<file path="src/rtl/xsnp_pkg.sv">
package xsnp_pkg;
  typedef enum logic [2:0] {
    OP_IC_READ  = 3'd0,
    OP_DC_READ  = 3'd1,
    OP_DC_WRITE = 3'd2,
    OP_IC_FILL  = 3'd3,
    OP_DC_FILL  = 3'd4
  } op_e;
endpackage

</file>
<file path="src/rtl/xsnp_tag_store.sv">
module xsnp_tag_store #(
  parameter int SETS    = 4,
  parameter int WAYS    = 4,
  parameter int TAG_W   = 8,
  parameter bit HAS_MOD = 1'b1,
  localparam int IDX_W  = $clog2(SETS),
  localparam int WAY_W  = $clog2(WAYS)
) (
  input  logic                        clk,
  input  logic                        rst,
  input  logic [IDX_W-1:0]            rd_set,
  input  logic [TAG_W-1:0]            lk_tag,
  output logic                        hit,
  output logic [WAY_W-1:0]            hit_way,
  output logic [WAYS-1:0]             rd_valid,
  output logic [WAYS-1:0]             rd_mod,
  output logic [WAYS-1:0][TAG_W-1:0]  rd_tags,
  input  logic                        wr_en,
  input  logic [IDX_W-1:0]            wr_set,
  input  logic [WAY_W-1:0]            wr_way,
  input  logic [TAG_W-1:0]            wr_tag,
  input  logic                        mset_en,
  input  logic [IDX_W-1:0]            mset_set,
  input  logic [WAY_W-1:0]            mset_way,
  input  logic                        clr_en,
  input  logic [IDX_W-1:0]            clr_set,
  input  logic [WAY_W-1:0]            clr_way
);
  logic [TAG_W-1:0]           tag_mem [SETS][WAYS];
  logic [SETS-1:0][WAYS-1:0]  valid_q;
  logic [SETS-1:0][WAYS-1:0]  mod_q;

  always_ff @(posedge clk) begin
    if (wr_en) tag_mem[wr_set][wr_way] <= wr_tag;
  end

  always_ff @(posedge clk) begin
    if (rst) begin
      valid_q <= '0;
    end else begin
      if (wr_en)  valid_q[wr_set][wr_way]   <= 1'b1;
      if (clr_en) valid_q[clr_set][clr_way] <= 1'b0;
    end
  end

  generate
    if (HAS_MOD) begin : g_mod
      always_ff @(posedge clk) begin
        if (rst) begin
          mod_q <= '0;
        end else begin
          if (wr_en)   mod_q[wr_set][wr_way]     <= 1'b0;
          if (mset_en) mod_q[mset_set][mset_way] <= 1'b1;
          if (clr_en)  mod_q[clr_set][clr_way]   <= 1'b0;
        end
      end
      for (genvar s = 0; s < SETS; s++) begin : g_s
        for (genvar w = 0; w < WAYS; w++) begin : g_w

          mod_needs_valid_chk: assert property (@(posedge clk) disable iff (rst)
            mod_q[s][w] |-> valid_q[s][w]);
        end
      end
    end else begin : g_nomod
      assign mod_q = '0;
    end
  endgenerate

  always_comb begin
    rd_valid = valid_q[rd_set];
    rd_mod   = mod_q[rd_set];
    for (int w = 0; w < WAYS; w++) rd_tags[w] = tag_mem[rd_set][w];
  end

  always_comb begin
    hit     = 1'b0;
    hit_way = '0;
    for (int w = 0; w < WAYS; w++) begin
      if (!hit && rd_valid[w] && (rd_tags[w] == lk_tag)) begin
        hit     = 1'b1;
        hit_way = WAY_W'(w);
      end
    end
  end
endmodule

</file>
<file path="src/rtl/xsnp_age_order.sv">
module xsnp_age_order #(
  parameter int SETS   = 4,
  parameter int WAYS   = 4,
  localparam int IDX_W = $clog2(SETS),
  localparam int WAY_W = $clog2(WAYS)
) (
  input  logic             clk,
  input  logic             rst,
  input  logic             touch_en,
  input  logic [IDX_W-1:0] touch_set,
  input  logic [WAY_W-1:0] touch_way,
  input  logic [IDX_W-1:0] rd_set,
  output logic [WAY_W-1:0] old_way
);
  localparam logic [WAY_W-1:0] OLDEST = WAY_W'(WAYS - 1);

  logic [WAY_W-1:0]          age_q [SETS][WAYS];
  logic [SETS-1:0][WAYS-1:0] oldest_vec;

  always_ff @(posedge clk) begin
    if (rst) begin
      for (int s = 0; s < SETS; s++)
        for (int w = 0; w < WAYS; w++)
          age_q[s][w] <= WAY_W'(w);
    end else if (touch_en) begin
      for (int w = 0; w < WAYS; w++) begin
        if (WAY_W'(w) == touch_way)
          age_q[touch_set][w] <= '0;
        else if (age_q[touch_set][w] < age_q[touch_set][touch_way])
          age_q[touch_set][w] <= age_q[touch_set][w] + 1'b1;
      end
    end
  end

  always_comb begin
    for (int s = 0; s < SETS; s++)
      for (int w = 0; w < WAYS; w++)
        oldest_vec[s][w] = (age_q[s][w] == OLDEST);
  end

  always_comb begin
    old_way = '0;
    for (int w = 0; w < WAYS; w++)
      if (oldest_vec[rd_set][w]) old_way = WAY_W'(w);
  end

  generate
    for (genvar s = 0; s < SETS; s++) begin : g_chk

      single_oldest_chk: assert property (@(posedge clk) disable iff (rst)
        $countones(oldest_vec[s]) == 1);
    end
  endgenerate
endmodule

</file>
<file path="src/rtl/split_repl_snoop.sv">
module split_repl_snoop #(
  parameter int SETS    = 4,
  parameter int WAYS    = 4,
  parameter int TAG_W   = 8,
  localparam int IDX_W  = $clog2(SETS),
  localparam int WAY_W  = $clog2(WAYS),
  localparam int ADDR_W = TAG_W + IDX_W
) (
  input  logic              clk,
  input  logic              rst,
  input  logic              req_valid,
  input  logic [2:0]        req_op,
  input  logic [ADDR_W-1:0] req_addr,
  output logic              req_ready,
  output logic              rsp_valid,
  output logic              rsp_hit,
  output logic [WAY_W-1:0]  rsp_way,
  output logic              wb_valid,
  output logic [ADDR_W-1:0] wb_addr,
  output logic              inv_valid,
  output logic              inv_icache,
  output logic [IDX_W-1:0]  inv_set,
  output logic [WAY_W-1:0]  inv_way
);
  import xsnp_pkg::*;

  function automatic logic [WAY_W-1:0] pick_way(input logic [WAYS-1:0] vld,
                                                input logic [WAY_W-1:0] fallback);
    logic             found;
    logic [WAY_W-1:0] way;
    found = 1'b0;
    way   = fallback;
    for (int w = 0; w < WAYS; w++) begin
      if (!found && !vld[w]) begin
        found = 1'b1;
        way   = WAY_W'(w);
      end
    end
    return way;
  endfunction

  op_e              op;
  logic [IDX_W-1:0] idx;
  logic [TAG_W-1:0] tg;
  logic             go;
  logic             pend_q;
  logic [IDX_W-1:0] pend_set;
  logic [WAY_W-1:0] pend_way;

  assign op        = op_e'(req_op);
  assign idx       = req_addr[IDX_W-1:0];
  assign tg        = req_addr[ADDR_W-1:IDX_W];
  assign req_ready = !pend_q;
  assign go        = req_valid && !pend_q;

  // instruction side
  logic                       ic_hit, ic_wr, ic_touch, ic_clr;
  logic [WAY_W-1:0]           ic_hit_way, ic_lru, ic_fill_way, ic_touch_way;
  logic [WAYS-1:0]            ic_valid, ic_mod;
  logic [WAYS-1:0][TAG_W-1:0] ic_tags;

  // data side
  logic                       dc_hit, dc_wr, dc_touch, dc_mset, dc_snp_clr, dc_clr;
  logic [WAY_W-1:0]           dc_hit_way, dc_lra, dc_fill_way, dc_clr_way;
  logic [IDX_W-1:0]           dc_clr_set;
  logic [WAYS-1:0]            dc_valid, dc_mod;
  logic [WAYS-1:0][TAG_W-1:0] dc_tags;

  xsnp_tag_store #(.SETS(SETS), .WAYS(WAYS), .TAG_W(TAG_W), .HAS_MOD(1'b0)) u_ic_tags (
    .clk(clk), .rst(rst), .rd_set(idx), .lk_tag(tg),
    .hit(ic_hit), .hit_way(ic_hit_way), .rd_valid(ic_valid), .rd_mod(ic_mod), .rd_tags(ic_tags),
    .wr_en(ic_wr), .wr_set(idx), .wr_way(ic_fill_way), .wr_tag(tg),
    .mset_en(1'b0), .mset_set(idx), .mset_way(ic_hit_way),
    .clr_en(ic_clr), .clr_set(idx), .clr_way(ic_hit_way));

  xsnp_tag_store #(.SETS(SETS), .WAYS(WAYS), .TAG_W(TAG_W), .HAS_MOD(1'b1)) u_dc_tags (
    .clk(clk), .rst(rst), .rd_set(idx), .lk_tag(tg),
    .hit(dc_hit), .hit_way(dc_hit_way), .rd_valid(dc_valid), .rd_mod(dc_mod), .rd_tags(dc_tags),
    .wr_en(dc_wr), .wr_set(idx), .wr_way(dc_fill_way), .wr_tag(tg),
    .mset_en(dc_mset), .mset_set(idx), .mset_way(dc_hit_way),
    .clr_en(dc_clr), .clr_set(dc_clr_set), .clr_way(dc_clr_way));

  xsnp_age_order #(.SETS(SETS), .WAYS(WAYS)) u_ic_lru (
    .clk(clk), .rst(rst), .touch_en(ic_touch), .touch_set(idx), .touch_way(ic_touch_way),
    .rd_set(idx), .old_way(ic_lru));

  xsnp_age_order #(.SETS(SETS), .WAYS(WAYS)) u_dc_lra (
    .clk(clk), .rst(rst), .touch_en(dc_touch), .touch_set(idx), .touch_way(dc_fill_way),
    .rd_set(idx), .old_way(dc_lra));

  assign ic_fill_way = pick_way(ic_valid, ic_lru);
  assign dc_fill_way = pick_way(dc_valid, dc_lra);
  assign dc_clr      = pend_q || dc_snp_clr;
  assign dc_clr_set  = pend_q ? pend_set : idx;
  assign dc_clr_way  = pend_q ? pend_way : dc_hit_way;

  logic              n_hit, n_wb, n_inv, n_inv_ic, n_pend;
  logic [WAY_W-1:0]  n_way, n_inv_way;
  logic [ADDR_W-1:0] n_wb_addr;

  always_comb begin
    ic_wr = 1'b0; ic_touch = 1'b0; ic_touch_way = ic_hit_way; ic_clr = 1'b0;
    dc_wr = 1'b0; dc_touch = 1'b0; dc_mset = 1'b0; dc_snp_clr = 1'b0;
    n_hit = 1'b0; n_way = '0; n_wb = 1'b0; n_wb_addr = '0;
    n_inv = 1'b0; n_inv_ic = 1'b0; n_inv_way = '0; n_pend = 1'b0;
    if (go) begin
      case (op)
        OP_IC_READ: begin
          n_hit = ic_hit;
          if (ic_hit) begin
            n_way    = ic_hit_way;
            ic_touch = 1'b1;
          end else if (dc_hit) begin
            if (dc_mod[dc_hit_way]) begin
              n_wb      = 1'b1;
              n_wb_addr = {dc_tags[dc_hit_way], idx};
              n_pend    = 1'b1;
            end else begin
              dc_snp_clr = 1'b1;
              n_inv      = 1'b1;
              n_inv_way  = dc_hit_way;
            end
          end
        end
        OP_DC_READ, OP_DC_WRITE: begin
          n_hit = dc_hit;
          if (dc_hit) begin
            n_way   = dc_hit_way;
            dc_mset = (op == OP_DC_WRITE);
          end else if (ic_hit) begin
            ic_clr    = 1'b1;
            n_inv     = 1'b1;
            n_inv_ic  = 1'b1;
            n_inv_way = ic_hit_way;
          end
        end
        OP_IC_FILL: begin
          n_way        = ic_fill_way;
          ic_wr        = 1'b1;
          ic_touch     = 1'b1;
          ic_touch_way = ic_fill_way;
        end
        OP_DC_FILL: begin
          n_way    = dc_fill_way;
          dc_wr    = 1'b1;
          dc_touch = 1'b1;
          if (dc_valid[dc_fill_way] && dc_mod[dc_fill_way]) begin
            n_wb      = 1'b1;
            n_wb_addr = {dc_tags[dc_fill_way], idx};
          end
        end
        default: ;
      endcase
    end
  end

  always_ff @(posedge clk) begin
    if (rst) begin
      rsp_valid  <= 1'b0;
      rsp_hit    <= 1'b0;
      rsp_way    <= '0;
      wb_valid   <= 1'b0;
      wb_addr    <= '0;
      inv_valid  <= 1'b0;
      inv_icache <= 1'b0;
      inv_set    <= '0;
      inv_way    <= '0;
      pend_q     <= 1'b0;
      pend_set   <= '0;
      pend_way   <= '0;
    end else begin
      rsp_valid <= go;
      rsp_hit   <= n_hit;
      rsp_way   <= n_way;
      wb_valid  <= n_wb;
      wb_addr   <= n_wb_addr;
      pend_q    <= n_pend;
      if (n_pend) begin
        pend_set <= idx;
        pend_way <= dc_hit_way;
      end
      if (pend_q) begin
        inv_valid  <= 1'b1;
        inv_icache <= 1'b0;
        inv_set    <= pend_set;
        inv_way    <= pend_way;
      end else begin
        inv_valid  <= n_inv;
        inv_icache <= n_inv_ic;
        inv_set    <= idx;
        inv_way    <= n_inv_way;
      end
    end
  end


  late_inv_chk: assert property (@(posedge clk) disable iff (rst)
    pend_q |=> (inv_valid && !inv_icache && !rsp_valid));

  wb_in_rsp_chk: assert property (@(posedge clk) disable iff (rst)
    wb_valid |-> (rsp_valid && !rsp_hit && !inv_valid));

  ic_inv_miss_chk: assert property (@(posedge clk) disable iff (rst)
    (inv_valid && inv_icache) |-> (rsp_valid && !rsp_hit));

  stall_one_cycle_chk: assert property (@(posedge clk) disable iff (rst)
    !req_ready |=> req_ready);
endmodule

</file>
<file path="config.mk">
export PLATFORM = sky130hd
export DESIGN_NAME = split_repl_snoop
export DESIGN_NICKNAME = d
export VERILOG_FILES = /design/src/rtl/xsnp_pkg.sv /design/src/rtl/xsnp_tag_store.sv /design/src/rtl/xsnp_age_order.sv /design/src/rtl/split_repl_snoop.sv
export SDC_FILE = /design/constraint.sdc
export NUM_CORES = 1
export LEC_CHECK = 0
export ABC_AREA = 1
export BUFFER_PORTS_ARGS = -buffer_cell sky130_fd_sc_hd__buf_4
export CELL_PAD_IN_SITES_DETAIL_PLACEMENT = 0
export CELL_PAD_IN_SITES_GLOBAL_PLACEMENT = 1
export CORE_UTILIZATION = 49
export DETAILED_ROUTE_END_ITERATION = 16
export GPL_TIMING_DRIVEN = 0
export PLACE_DENSITY_LB_ADDON = 0.1
export SYNTH_ARGS = -nofsm -noshare
export SYNTH_HDL_FRONTEND = slang
export SYNTH_SLANG_ARGS = --single-unit
</file>
<file path="constraint.sdc">
create_clock -name clk -period 4.25 [get_ports clk]
set_clock_uncertainty 0.15 [all_clocks]
set_input_delay 0.425 -clock clk [delete_from_list [all_inputs] [get_ports clk]]
set_output_delay 0.425 -clock clk [all_outputs]
set_load 0.1 [all_outputs]
</file>
## After elaboration in Yosys (flattened, before gate mapping)

Memory sizes are Yosys's and may differ from the RTL's.
Index checks and enable logic that the tools add are counted.

- Bits in registers: 74
- Latch bits: 0
- Memory bits (writable): 320
- Memory bits (read-only): 0
- Input port bits: 16
- Output and inout port bits: 22
- Word-level logic and storage cells: 427
- Memories kept: 4

Memory list:

| name | words | bits a word | read ports | clocked after Yosys merged registers in | write ports | RTL line | source |
|---|---|---|---|---|---|---|---|
| u_dc_tags.tag_mem | 4 | 32 | 1 | 0 | 1 | xsnp_tag_store.sv:29 | `logic [TAG_W-1:0] tag_mem [SETS][WAYS];` |
| u_ic_tags.tag_mem | 4 | 32 | 1 | 0 | 1 | xsnp_tag_store.sv:29 |  |
| u_dc_lra.age_q | 4 | 8 | 5 | 0 | 4 | xsnp_age_order.sv:17 | `logic [WAY_W-1:0] age_q [SETS][WAYS];` |
| u_ic_lru.age_q | 4 | 8 | 5 | 0 | 4 | xsnp_age_order.sv:17 |  |

- $add $sub $neg: 8
- $mul: 0
- Divide/modulo/power cells: 0
- Magnitude comparators: 27
- Eq/ne operators: 50
- Shift-type cells: 0
- Multiplexer cells: 235
- Bitwise operators: 22
- Reductions and logical operators: 57

Operators by type and width:

| cell | count |
|---|---|
| 2-to-1 mux 16 bit | 11 |
| 2-to-1 mux 1 bit | 127 |
| 2-to-1 mux 2 bit | 42 |
| AND 16 bit | 4 |
| == test 2 bit, second input constant | 32 |
| == test 8 bit | 8 |
| 2-to-1 mux 32 bit | 2 |
| 2-to-1 mux 4 bit | 12 |
| 2-to-1 mux 8 bit | 6 |
| inverter 16 bit | 3 |
| bitwise OR 16 bit | 3 |
| binary-select mux 4 bit (select 2 bit) | 5 |
| demux 4 bit (select 2 bit) | 5 |
| 2-to-1 mux 10 bit | 4 |
| binary-select mux 8 bit (select 2 bit) | 2 |
| demux 8 bit (select 2 bit) | 2 |
| logical AND 1 bit | 31 |
| < comparator 2 x 3 -> 1 bit, second input constant | 7 |
| case mux 10 bit (2 select lines) | 1 |
| zero test 1 bit | 17 |
| adder 2 x 1 -> 2 bit, second input constant | 8 |
| < comparator 2 bit | 8 |
| OR reduction 8 bit | 2 |
| greater-or-equal comparator 2 x 1 -> 1 bit, second input constant | 7 |
| other kinds (20) | 50 |

## Longest topological paths before layout

- Word-level depth: 31
- Mapped depth: 29
- Depth with buffers taken out: 25

## Hierarchy

Synthesis repeated with hierarchy kept, for this count alone.

- Cell total of the unflattened synthesis: 2264
- Area, all modules: 19705.1 sq um

Modules (own cells, without submodules):

| module | instances | cells each | area an instance (sq um) | sequential area each (sq um) |
|---|---|---|---|---|
| xsnp_tag_store at u_dc_tags | 1 | 773 | 7181.9 | 4484.3 |
| xsnp_tag_store at u_ic_tags | 1 | 649 | 6507.5 | 4164.0 |
| xsnp_age_order at u_dc_lra | 1 | 264 | 2097.0 | 960.9 |
| xsnp_age_order at u_ic_lru | 1 | 264 | 2062.0 | 960.9 |
| split_repl_snoop | 1 | 314 | 1856.8 | 520.5 |

## Worst setup path after synthesis

Ideal clock, no wire load.

- Path kind: input-to-reg
- From: input req_addr[0]
- To: memory u_dc_lra.age_q[3][0] (netlist name) (enable)
- Arrival: 3.425 ns
- Path slack: 0.377 ns
- Stages on the path: 22
- Buffers on the path: 6
- Cell sequence: buf_6 > buf_8 > buf_6 > buf_6 > mux2i_1 > o21ai_2 > nand2_1 > nand2_1 > nor2_1 > nor2_2 > inv_1 > nand2_1 > buf_2 > inv_1 > a221oi_1 > ha_1 > nand2_1 > nand2_1 > o21ai_1 > buf_2 > nand2_1 > nand2_1

RTL lines:

| element | RTL line | source |
|---|---|---|
| start, declared | split_repl_snoop.sv:13 | `input logic [ADDR_W-1:0] req_addr,` |
| end, declared | xsnp_age_order.sv:17 |  |

==> impl_metrics.json <==
{
  "grt_pass1_wl_um": 99300,
  "ys_ff_latch": 394,
  "dp_cells": 2773,
  "row_count": 72,
  "slew_violations": 0,
  "wl_um": 65700,
  "max_freq_mhz": 247,
  "avgViaCountPerCell": 5.82,
  "place_area_mm2": 0.0206,
  "cts.path.max_buffers": 3,
  "powerDensity_mw_per_mm2": 403,
  "cts.sinks": 394,
  "worst-path-max-fanout": 10,
  "p_leak_nw": 9.01,
  "instances_no_fill": 2851,
  "n_fill_cell": 3582,
  "track_usage": 0.328,
  "setup.worst_path.class": "input port to flip-flop",
  "htree_levels": 2,
  "maxSlewHeadroom": 0.166,
  "critPathLaunch": "req_addr[0]",
  "grt_pass1_vias": 15599,
  "dr.pass1.iters": 5,
  "grtUsageMet2": 0.522,
  "crit_end": "u_dc_lra.age_q[3][1]",
  "setup_violations": 0,
  "post-route-util": 0.566,
  "gr-usage-met3": 0.0497,
  "diodes": 0,
  "cts_inserted_buffers": 43,
  "worstPathRequired_ns": 4.38,
  "grt_max_degree": 40,
  "ys.flop_type": "edfxtp_1",
  "pre_cts_ws_ns": -0.813,
  "reg2reg_from": "u_dc_lra.age_q[1][3]",
  "worstReg2RegEnd": "u_dc_lra.age_q[3][1]",
  "fin_crit_sh": 0.953,
  "busiest_layer": "met2",
  "tightest_slew_ns": 1.25,
  "via_count": 16593,
  "worstHoldPathCells": 4,
  "crit_arrival_ns": 4.19,
  "cts_tree": "yes",
  "end_kind": "flip-flop",
  "maxCapViolCount": 0,
  "cts-root-buf": "clkbuf_16",
  "hold_ws_ns": 0.0231,
  "outcome": "complete, no violations",
  "finalHoldViolations": 0,
  "start_kind": "input port",
  "irDropWorstVdd_v": 0.000367,
  "ys_types": 58,
  "antenna_found_initial": 2,
  "clkTransAtPathRegs_ns": 0.06,
  "pin_count": 38,
  "synth-edff-count": 320,
  "start_util": 0.503,
  "syn_area_per_cell_um2": 8.85,
  "antenna_left": 0,
  "seqCellArea_mm2": 0.0111,
  "drive_gt1_frac": 0.107,
  "multiInputGateArea_mm2": 0.00733,
  "rsz0062_at_grt": "false",
  "async_reset_ff_frac": 0,
  "dieArea_mm2": 0.0409,
  "timing.setup.tns_ns": 0,
  "synth_warnings": 0,
  "dpl.hpwl_um": 46200,
  "syn_area_mm2": 0.0196,
  "grt-ovfl-total": 0,
  "dieHeight_um": 202,
  "hp-class": "input port to flip-flop",
  "period_minus_slack_ns": 4.05,
  "drt_iter0_drc": 1849,
  "drc_errors": 0,
  "insertion_delay_ns": 0.59,
  "power_mw": 8.93,
  "met1_usage": 0.465,
  "syn-instance-count": 2219,
  "ys_seq_area_frac": 0.564,
  "portBuffers": 36,
  "syn_nets": 2239,
  "core_region_area_mm2": 0.0391,
  "die_w_um": 202,
  "design_area_mm2": 0.0221,
  "fin_nets": 2319,
  "fin_ws_ns": 0.199,
  "syn_to_final_growth_pct": 12.7,
  "reg2regPathDepth": 19,
  "gp_congestion": 0.919,
  "r2r_setup_slack_ns": 0.52,
  "drt-wirelength-per-cell_um": 23.0
}
[flip-flops by register name, indices dropped and copies added, names as in the netlist]
name,count
u_dc_lra.age_q,32
inv_way,2
rsp_way,2
pend_way,2
inv_icache,1
u_ic_tags.tag_mem,128
wb_addr,10
rsp_hit,1
rsp_valid,1
u_dc_tags.mod_q,16
inv_set,2
wb_valid,1
u_dc_tags.valid_q,16
u_ic_tags.valid_q,16
pend_set,2
u_dc_tags.tag_mem,128
u_ic_lru.age_q,32
inv_valid,1
pend_q,1
[critical path, stage by stage]
cell and delay [ns]:
buf_6 0.14, inv_4 0.09, buf_6 0.17, buf_6 0.21
nand2_2 0.19, o22ai_1 0.16, a21oi_1 0.05, o21ai_1 0.22
inv_2 0.15, nand2_1 0.10, nand2_1 0.06, nand3_2 0.15
nand2_2 0.11, nand2_1 0.17, buf_4 0.25, clkinvlp_4 0.15
a221oi_4 0.36, ha_1 0.29, nand2_1 0.10, nand2_1 0.06
o21ai_1 0.16, buf_4 0.21, nand2_1 0.06, nand2_1 0.12
[final cells by class]
class	count	area share
flip-flops and latches	394	0.501
plain buffers	101	0.0274
multi-input cells	1549	0.331
repair buffers	39	0.0132
clock buffers	60	0.0570
inverters	171	0.0301
well taps	518	0.0293
clock inverters	19	0.0110
[layer usage]
layer  part of all wire  vias up  wire [um]
met5            0.00020        -         13
met1               0.43     8029      28200
met3              0.085      134       5610
met2               0.46      765      30100
met4              0.027        2       1770
li1                   -     7663          -
[logic make-up (layout without fill, tap and decap cells)]
group | after synthesis | count (layout) | share of synthesized area
simple gates | 1270 | 1270 | 0.278
compound gates | 248 | 248 | 0.0778
flops | 394 | 394 | 0.564
buf+inv | 276 | 390 | 0.0646
mux | 4 | 4 | 0.00204
xor+xnor | 23 | 23 | 0.0103
fa+ha+maj | 4 | 4 | 0.00255
[layout by cell type (no fill, tap or decap), types with 40 or more instances in the layout]
| cell type | synthesis | layout |
|---|---|---|
| dfxtp_1 | 74 | 74 |
| inv_1 | 156 | 154 |
| nor2_1 | 187 | 186 |
| nand2_1 | 755 | 755 |
| a22oi_1 | 47 | 47 |
| a21oi_1 | 76 | 76 |
| clkbuf_16 | 0 | 45 |
| nand3_1 | 194 | 194 |
| edfxtp_1 | 320 | 320 |
| o21ai_0 | 45 | 44 |
| clkbuf_1 | 36 | 40 |
| buf_4 | 9 | 48 |
| nand4_1 | 47 | 47 |
[repair_timing]
item | in CTS | in global routing
endpoints found under the setup margin | 31 | 104
gates resized for setup | 2 | 14
hold buffers | 1 | 0
buffers inserted | 0 | 1
endpoints found under the hold margin | 1 | 0
[synthesized netlist by cell type, types with 3 or more instances]
master	count	area [um2]
a22oi_1	47	353
nand2_2	11	68.8
inv_1	156	586
o21ai_0	45	225
o21ai_2	4	35.0
xor2_1	22	193
a21oi_2	3	26.3
nand3_2	7	70.1
clkinv_1	3	11.3
nor2_4	7	78.8
nor3_1	18	90.1
nor4_1	4	25.0
nor2_2	8	50.1
o21ai_1	13	65.1
nand2_4	6	67.6
a31oi_1	8	50.1
mux2i_1	4	40.0
or2_2	12	75.1
dfxtp_1	74	1480
a211oi_1	4	30.0
clkbuf_1	36	135
buf_2	30	150
buf_4	9	67.6
nor2_1	187	702
inv_2	10	37.5
a21oi_1	76	380
nand4_1	47	294
buf_6	18	203
nand2_1	755	2830
nand3_1	194	971
and2_1	4	25.0
a221oi_1	4	35.0
ha_1	4	50.1
buf_1	11	41.3
o22ai_1	31	194
edfxtp_1	320	9610
[report_power, final]
part	switching [mW]	internal, mW	total [mW]
sequential	0.00510	4.18	4.19
combinational	0.579	0.197	0.776
clock	1.58	2.39	3.97
[worst min-delay path by stage]
stage	end	slack [ns]	startpoint
floorplan	inv_way[0]	0.29	pend_way[0]
global placement	pend_way[1]	0.30	pend_way[1]
detailed placement	inv_way[0]	0.31	pend_way[0]
CTS	rsp_hit	0.007	req_op[1]
global route	rsp_hit	0.06	req_op[1]
finish	rsp_hit	0.02	req_op[1]
No activity file was read; power rests on OpenSTA's default activity.
